`src/rtl/adc_seq_pkg.sv`:
```
// Package: shared types and constants of the ADC sequence flow controller.
// Assumes: a command type field of two bits supplied with each list entry.
package adc_seq_pkg;

    // Command type carried by each list entry
    typedef enum logic [1:0] {
        CMD_CONV = 2'b00,
        CMD_EOS  = 2'b01,
        CMD_EOL  = 2'b10,
        CMD_RSVD = 2'b11
    } cmd_kind_e;

    // Flow controller states
    typedef enum logic [1:0] {
        ST_IDLE  = 2'd0,
        ST_ISSUE = 2'd1,
        ST_WAIT  = 2'd2,
        ST_LOCK  = 2'd3
    } flow_state_e;

    // Event vector bit positions
    localparam int unsigned EVT_TRIG  = 0;
    localparam int unsigned EVT_RSTRT = 1;
    localparam int unsigned EVT_ABORT = 2;
    localparam int unsigned EVT_NUM   = 3;

endpackage

```
`src/rtl/adc_evt_edge.sv`:
```
// Module: merges hardware level inputs (rising edge) with software write
// pulses into one request pulse per event.
// Assumes: level inputs are synchronous to clk; software pulses last one cycle.
module adc_evt_edge #(
    parameter int unsigned N = 3
)(
    input  logic         clk,
    input  logic         rst_n,
    input  logic [N-1:0] lvl,
    input  logic [N-1:0] sw_set,
    output logic [N-1:0] req
);

    logic [N-1:0] lvl_q;

    for (genvar g = 0; g < N; g++) begin : g_evt
        // Remember the previous level of this event input
        always_ff @(posedge clk) begin
            if (!rst_n) lvl_q[g] <= 1'b0;
            else        lvl_q[g] <= lvl[g];
        end
        // Request on rising edge or on software write
        assign req[g] = (lvl[g] & ~lvl_q[g]) | sw_set[g];
    end

endmodule

```
`src/rtl/adc_conv_model.sv`:
```
// Module: fixed-latency stand-in for the analog conversion.
// Assumes: start only arrives while not busy; LAT >= 1.
module adc_conv_model #(
    parameter int unsigned LAT = 4
)(
    input  logic clk,
    input  logic rst_n,
    input  logic clr,
    input  logic start,
    output logic busy,
    output logic done
);

    localparam int unsigned CW = $clog2(LAT + 1);

    logic [CW-1:0] cnt;

    // Load the latency on start and count down to zero
    always_ff @(posedge clk) begin
        if (!rst_n || clr)      cnt <= '0;
        else if (start)         cnt <= CW'(LAT);
        else if (cnt != '0)     cnt <= cnt - 1'b1;
    end

    assign busy = (cnt != '0);
    assign done = (cnt == CW'(1));

endmodule

```
`src/rtl/adc_list_bank.sv`:
```
// Module: command pointer, active-list select and load-ready flag.
// Assumes: ptr_top and ptr_step are never both requested in one cycle.
module adc_list_bank #(
    parameter int unsigned DEPTH = 6,
    parameter int unsigned PW    = 3
)(
    input  logic          clk,
    input  logic          rst_n,
    input  logic          clr,
    input  logic          ptr_top,
    input  logic          ptr_step,
    input  logic          swap,
    input  logic          lok_set,
    output logic [PW-1:0] ptr,
    output logic          sel,
    output logic          lok
);

    localparam logic [PW-1:0] LAST = PW'(DEPTH - 1);

    // Pointer movement with wrap at the last entry
    always_ff @(posedge clk) begin
        if (!rst_n || clr)  ptr <= '0;
        else if (ptr_top)   ptr <= '0;
        else if (ptr_step)  ptr <= (ptr == LAST) ? '0 : ptr + 1'b1;
    end

    // Active list toggles on an approved swap
    always_ff @(posedge clk) begin
        if (!rst_n || clr) sel <= 1'b0;
        else if (swap)     sel <= ~sel;
    end

    // Load-ready flag: set by software, consumed by a swap
    always_ff @(posedge clk) begin
        if (!rst_n || clr) lok <= 1'b0;
        else if (lok_set)  lok <= 1'b1;
        else if (swap)     lok <= 1'b0;
    end

endmodule

```
`src/rtl/adc_seqflow_ctrl.sv`:
```
// Module: ADC conversion sequence flow controller (top).
// Walks a command list, runs one conversion per entry and handles trigger,
// restart and abort events with their interlocks and error flags.
// Assumes: cmd_type reflects the entry at list_sel/cmd_ptr in the same cycle.
module adc_seqflow_ctrl
    import adc_seq_pkg::*;
#(
    parameter int unsigned LIST_DEPTH = 6,
    parameter int unsigned CONV_LAT   = 4,
    localparam int unsigned PTR_W = (LIST_DEPTH > 1) ? $clog2(LIST_DEPTH) : 1
)(
    input  logic             clk,
    input  logic             rst_n,
    input  logic             soft_rst,
    input  logic             restart_mode,
    input  logic             dbuf_en,
    input  logic             trig_in,
    input  logic             rstrt_in,
    input  logic             abort_in,
    input  logic             sw_trig,
    input  logic             sw_rstrt,
    input  logic             sw_abort,
    input  logic             load_ok_set,
    input  logic [1:0]       cmd_type,
    output logic             list_sel,
    output logic [PTR_W-1:0] cmd_ptr,
    output logic             conv_start,
    output logic             conv_busy,
    output logic             result_store,
    output logic             trig_bit,
    output logic             rstrt_bit,
    output logic             abort_bit,
    output logic             load_ok,
    output logic             list_done,
    output logic             seq_idle,
    output logic             trig_err,
    output logic             rstrt_err
);

    logic [EVT_NUM-1:0] evt_lvl, evt_sw, evt_req;
    flow_state_e state, nxt;
    cmd_kind_e   kind_q;
    logic trig_q, rstrt_q, abort_q, rs_done_q, rs_swap_q;
    logic done_q, need_rs_q, trig_err_q, rstrt_err_q;
    logic trig_take, rs_take, ab_take, auto_abort, trig_fault, locked;
    logic do_abort, do_restart, do_start, mark_eol, ptr_top, ptr_step, conv_go;
    logic conv_done;

    assign evt_lvl[EVT_TRIG]  = trig_in;
    assign evt_lvl[EVT_RSTRT] = rstrt_in;
    assign evt_lvl[EVT_ABORT] = abort_in;
    assign evt_sw[EVT_TRIG]   = sw_trig;
    assign evt_sw[EVT_RSTRT]  = sw_rstrt;
    assign evt_sw[EVT_ABORT]  = sw_abort;

    adc_evt_edge #(.N(EVT_NUM)) u_edge (
        .clk    (clk),
        .rst_n  (rst_n),
        .lvl    (evt_lvl),
        .sw_set (evt_sw),
        .req    (evt_req)
    );

    adc_conv_model #(.LAT(CONV_LAT)) u_conv (
        .clk   (clk),
        .rst_n (rst_n),
        .clr   (soft_rst),
        .start (conv_go),
        .busy  (conv_busy),
        .done  (conv_done)
    );

    adc_list_bank #(.DEPTH(LIST_DEPTH), .PW(PTR_W)) u_bank (
        .clk      (clk),
        .rst_n    (rst_n),
        .clr      (soft_rst),
        .ptr_top  (ptr_top),
        .ptr_step (ptr_step),
        .swap     (do_restart & rs_swap_q),
        .lok_set  (load_ok_set),
        .ptr      (cmd_ptr),
        .sel      (list_sel),
        .lok      (load_ok)
    );

    // Event acceptance and interlock decisions
    always_comb begin
        locked     = (state == ST_LOCK);
        trig_take  = evt_req[EVT_TRIG] && !locked;
        ab_take    = evt_req[EVT_ABORT] && !done_q;
        rs_take    = evt_req[EVT_RSTRT] && !locked && !rstrt_q;
        auto_abort = rs_take && !done_q && !abort_q && !ab_take;
        trig_fault = trig_take && restart_mode && need_rs_q;
    end

    // Next-state and action decode of the flow machine
    always_comb begin
        nxt        = state;
        do_abort   = 1'b0;
        do_restart = 1'b0;
        do_start   = 1'b0;
        mark_eol   = 1'b0;
        ptr_step   = 1'b0;
        conv_go    = 1'b0;
        unique case (state)
            ST_IDLE: begin
                if (trig_fault)
                    nxt = ST_LOCK;
                else if (abort_q)
                    do_abort = 1'b1;
                else if (rstrt_q && !rs_done_q && done_q)
                    do_restart = 1'b1;
                else if (trig_q && !need_rs_q && !rstrt_q) begin
                    do_start = 1'b1;
                    nxt      = ST_ISSUE;
                end
            end
            ST_ISSUE: begin
                conv_go = 1'b1;
                nxt     = ST_WAIT;
            end
            ST_WAIT: begin
                if (conv_done) begin
                    if (abort_q) begin
                        do_abort = 1'b1;
                        nxt      = ST_IDLE;
                    end else begin
                        case (kind_q)
                            CMD_EOS: begin
                                ptr_step = 1'b1;
                                nxt      = ST_IDLE;
                            end
                            CMD_EOL: begin
                                mark_eol = 1'b1;
                                nxt      = ST_IDLE;
                            end
                            default: begin
                                ptr_step = 1'b1;
                                nxt      = ST_ISSUE;
                            end
                        endcase
                    end
                end
            end
            ST_LOCK: nxt = ST_LOCK;
            default: nxt = ST_IDLE;
        endcase
        ptr_top = do_abort | do_restart | mark_eol;
    end

    // State register and event/flag bookkeeping
    always_ff @(posedge clk) begin
        if (!rst_n || soft_rst) begin
            state       <= ST_IDLE;
            kind_q      <= CMD_CONV;
            trig_q      <= 1'b0;
            rstrt_q     <= 1'b0;
            abort_q     <= 1'b0;
            rs_done_q   <= 1'b0;
            rs_swap_q   <= 1'b0;
            done_q      <= 1'b1;
            need_rs_q   <= 1'b0;
            trig_err_q  <= 1'b0;
            rstrt_err_q <= 1'b0;
        end else begin
            state <= nxt;
            if (do_start)  trig_q <= 1'b0;
            if (trig_take) trig_q <= 1'b1;
            if (trig_fault) trig_err_q <= 1'b1;
            if (rs_done_q) begin
                rstrt_q   <= 1'b0;
                rs_done_q <= 1'b0;
            end
            if (rs_take) begin
                rstrt_q   <= 1'b1;
                rs_swap_q <= dbuf_en & (load_ok | load_ok_set);
            end
            if (do_restart) begin
                rs_done_q <= 1'b1;
                need_rs_q <= 1'b0;
                done_q    <= 1'b0;
            end
            if (ab_take || auto_abort) abort_q <= 1'b1;
            if (auto_abort) rstrt_err_q <= 1'b1;
            if (do_abort) begin
                abort_q   <= 1'b0;
                done_q    <= 1'b1;
                need_rs_q <= restart_mode;
            end
            if (mark_eol) done_q <= 1'b1;
            if (do_start) done_q <= 1'b0;
            if (conv_go)  kind_q <= cmd_kind_e'(cmd_type);
        end
    end

    assign conv_start   = conv_go;
    assign result_store = conv_done;
    assign trig_bit     = trig_q;
    assign rstrt_bit    = rstrt_q;
    assign abort_bit    = abort_q;
    assign list_done    = done_q;
    assign seq_idle     = (state == ST_IDLE);
    assign trig_err     = trig_err_q;
    assign rstrt_err    = rstrt_err_q;

endmodule

```
`config.mk`:
```
export PLATFORM = sky130hd
export DESIGN_NAME = adc_seqflow_ctrl
export DESIGN_NICKNAME = d
export VERILOG_FILES = /design/src/rtl/adc_seq_pkg.sv /design/src/rtl/adc_evt_edge.sv /design/src/rtl/adc_conv_model.sv /design/src/rtl/adc_list_bank.sv /design/src/rtl/adc_seqflow_ctrl.sv
export SDC_FILE = /design/constraint.sdc
export NUM_CORES = 1
export LEC_CHECK = 0
export BUFFER_PORTS_ARGS = -buffer_cell sky130_fd_sc_hd__buf_2
export CAP_MARGIN = 20
export CORE_MARGIN = 1.5
export CORE_UTILIZATION = 58
export CTS_BUF_LIST = sky130_fd_sc_hd__clkbuf_8
export CTS_CLUSTER_SIZE = 10
export DETAILED_ROUTE_END_ITERATION = 6
export PLACE_DENSITY = 0.86
export SYNTH_ARGS = -nofsm -noshare
export SYNTH_HDL_FRONTEND = slang
export SYNTH_SLANG_ARGS = --single-unit
```
`constraint.sdc`:
```
create_clock -name clk -period 3.49 [get_ports clk]
set_input_delay 0.698 -clock clk [delete_from_list [all_inputs] [get_ports clk]]
set_output_delay 0.698 -clock clk [all_outputs]
set_load 0.05 [all_outputs]
```
==> parameters.txt <==
Parameter                              Value

Place
  Setup slack at placement ... 1.449 ns
  Number of port buffers ... 28
  Final GP Congestion ... between 0.8 and 0.9
  HPWL Detailed ... 1.771 mm
  Post-Place Cells ... 180

STA
  Worst clock skew on the final layout ... ~0.0021 ns
  Final clock period utilization by the worst path ... between 60 and 70%
  RSZ-0062 raised after global routing ... no
  Setup tns final ... 0 ns
  Final max-slew violation count ... 0
  Endpoints failing setup ... 0
  Crit path setup slack, layout ... 1.141 ns
  Final hold violations ... 0
  Crit path time final ... between 2 and 2.5 ns
  Transition time at the pin with the least slew margin ... 0.8270 ns
  Worst-case headroom to the max-slew limit ... approximately 45%
  F_max ... approximately 430 MHz

Cells and area
  Proportion of layout cells with a drive suffix above 1 ... about a quarter
  Count of inserted antenna diode cells ... 0
  Final standard cell count with taps included and fillers excluded ... 184
  Net total in the final layout ... between 150 and 200
  Synthesis-to-layout area growth ... 18.50%

Routing
  Routed vias/inst ... 5.663
  Pre-Repair DR Iteration Count ... 4
  Overall via count from detail_route ... about 1000
  Drt initial violations ... 27
  Per-cell routed wire length ... 13.31 µm
  Drc violations ... 0
  Wirelength, routed ... ~2.4 mm
  Antenna violation net count after detailed routing ... 0

GRT
  Wire length of the first global-routing pass ... a little under 4 mm
  Vias in the first global route ... approximately 900
  Congestion Overflow GR ... 0
  GRT Resource Usage Total ... 25.04%
  Antenna violations before repair ... 0
  Largest net degree at the start of global routing ... 22

Clocking
  Number of post-CTS setup repair buffers ... 0
  Cell at the root of the clock tree ... sky130_fd_sc_hd__clkbuf_8
  Number of CTS-inserted buffers ... 3
  Cells resized by post-CTS repair ... 0
  Later-pin clock latency in the skew report ... around 0.27 ns
  TritonCTS clock tree ... built
  Sinks on Clock Net ... 24
  CTS HTree Levels ... 1
  CTS clk-pin slew, worst paths ... 0.09 ns
  # hold bufs at CTS ... 0
  CTS Buffer Depth ... 2

Worst setup path
  CP Launch Type ... flip-flop
  CP endpoint kind ... primary output
  Data arrival time at the worst-slack endpoint ... 1.65 ns
  Cell Chain, Critical Path ... nor2b_1, buf_2
  Top fanout value on the critical path ... 9
  Delay of the slowest cell on the worst path ... 0.56 ns
  Slowest stage cell, crit path ... sky130_fd_sc_hd__dfxtp_1
  Class of the most critical setup path ... flip-flop to primary output
  Required time reported for the critical path endpoint ... around 2.8 ns

Floorplanning
  Starting density of the core ... a little under two thirds
  Site row count ... 15
  Core Box Area ... roughly 0.0018 mm²
  Die area ... roughly 0.0023 mm²
  Die Wd ... 47.53 µm
  Number of top-level pins ... 29
  Die height ... around 48 µm

Synthesis
  Flip-flop cell with the highest count after synthesis ... sky130_fd_sc_hd__dfxtp_1
  Proportion of synthesized chip area in sequential cells ... 41.78%
  Post-synthesis average cell area ... ~8.7 µm²
  Leading cell type by number of instances after synthesis ... sky130_fd_sc_hd__dfxtp_1
  Leading post-synthesis cells by instance count ... 24 x sky130_fd_sc_hd__dfxtp_1, 15 x sky130_fd_sc_hd__a21oi_1, 12 x sky130_fd_sc_hd__inv_1, 12 x sky130_fd_sc_hd__nor2_1
  Register bit count reported by yosys ... 24
  Proportion of synthesized flip-flops having asynchronous set or reset ... 0%
  Synthesized netlist cell count ... roughly 130
  Number of enable flip-flop cells after synthesis ... 0
  Yosys Warn Count ... 0
  Most area-consuming cells after synthesis ... sky130_fd_sc_hd__dfxtp_1 42%, sky130_fd_sc_hd__a21oi_1 6.5%, sky130_fd_sc_hd__ha_1 5.4%
  Number of distinct library cell variants in the gate-level netlist after synthesis ... 39
  Biggest area consumer among synthesized cells ... sky130_fd_sc_hd__dfxtp_1
  Nets in the synthesized netlist ... 151
  Netlist area before placement ... about 0.0011 mm²
  Synth top area share ... about two fifths

Power and ir drop
  Pwr Density ... roughly 440 mW/mm²
  Leakage power ... approximately 0.58 nW
  IR Drop Worst-Case VDD ... about 0.00052 V

Job
  Max-capacitance violation count ... 0

Run status
  Outcome ... completed

Hold path
  Path class of the lowest-slack min-delay path ... flip-flop to flip-flop
-- kinds of logic after synthesis --
family / after synthesis / share of synthesized area, %
simple gates: 49 / 25.14
fa+ha+maj: 5 / 5.441
flops: 24 / 41.78
compound gates: 33 / 17.63
mux: 3 / 2.720
xor+xnor: 1 / 0.7618
buf+inv: 17 / 6.529
-- critical path, delay by kind of cell (launching register included) --
family                 cells  cell delay [ns]
buffers and inverters      1             0.35
DFF                        1             0.56
and+or+nand+nor            1             0.47
-- flip-flops by register name, indices dropped and copies added (netlist names), 2 cells and up --
| register | flops |
|---|---|
| kind_q | 2 |
| state | 2 |
| u_bank.ptr | 3 |
| u_conv.cnt | 3 |
| u_edge.lvl_q | 3 |
-- worst paths after layout --
path | endpoint | slack, ns | cells past startpoint | from
worst min-delay path | rstrt_err | 0.46 | 2 | rstrt_err
worst max-delay path | conv_start | 1.14 | 2 | state[0]
worst min register to register | rstrt_err | 0.46 | 2 | rstrt_err
worst max register to register | u_bank.ptr[0] | 1.79 | 7 | u_conv.cnt[1]
-- metal layers --
layer / GRT usage [%] / routed length [µm]
met3: 8.679 / 178
met2: 39.73 / 1201
met4: 9.444 / 34
met1: 31.32 / 1035
met5: 0 / 0
-- layout by cell type (no fill, tap or decap), types with 3 or more instances in the layout --
cell,synthesis,layout
sky130_fd_sc_hd__buf_2,0,28
sky130_fd_sc_hd__dfxtp_1,24,24
sky130_fd_sc_hd__a21oi_1,15,15
sky130_fd_sc_hd__inv_1,12,12
sky130_fd_sc_hd__nor2_1,12,12
sky130_fd_sc_hd__nor2b_1,5,5
sky130_fd_sc_hd__o21ai_0,5,5
sky130_fd_sc_hd__nand2_1,5,5
sky130_fd_sc_hd__nor3_1,5,5
sky130_fd_sc_hd__ha_1,5,5
sky130_fd_sc_hd__nand2b_1,4,4
sky130_fd_sc_hd__nand3_1,4,4
sky130_fd_sc_hd__clkbuf_8,0,3
-- power by group --
group,internal [mW],leakage (nW),switching (mW),total [mW]
registers,0.281,0.195,0.00691,0.288
clock network,0.153,0.0357,0.0917,0.245
logic,0.0229,0.348,0.0432,0.0661
-- metrics by stage --
step	util [%]	hold WS [ns]	area (µm²)	power [mW]
2_1_floorplan	-	0.4647	1150	0.3405
3_3_place_gp	71.67	0.4321	1291	0.3570
3_5_place_dp	71.67	0.4524	1291	0.3594
4_1_cts	75.63	0.4645	1363	0.5999
5_1_grt	75.63	0.4871	1363	0.6187
6_report	75.63	0.4587	1363	0.5989
-- layout make-up --
class | instances | area, µm²
well taps | 25 | 31.28
clock inverters | 1 | 30.03
inverters | 12 | 45.04
repair buffers | 28 | 140.1
multi-input cells | 91 | 594.3
clock buffers | 3 | 41.29
flip-flops and latches | 24 | 480.5
fillers | 154 | 439.2
(Power assumes the default switching activity.)
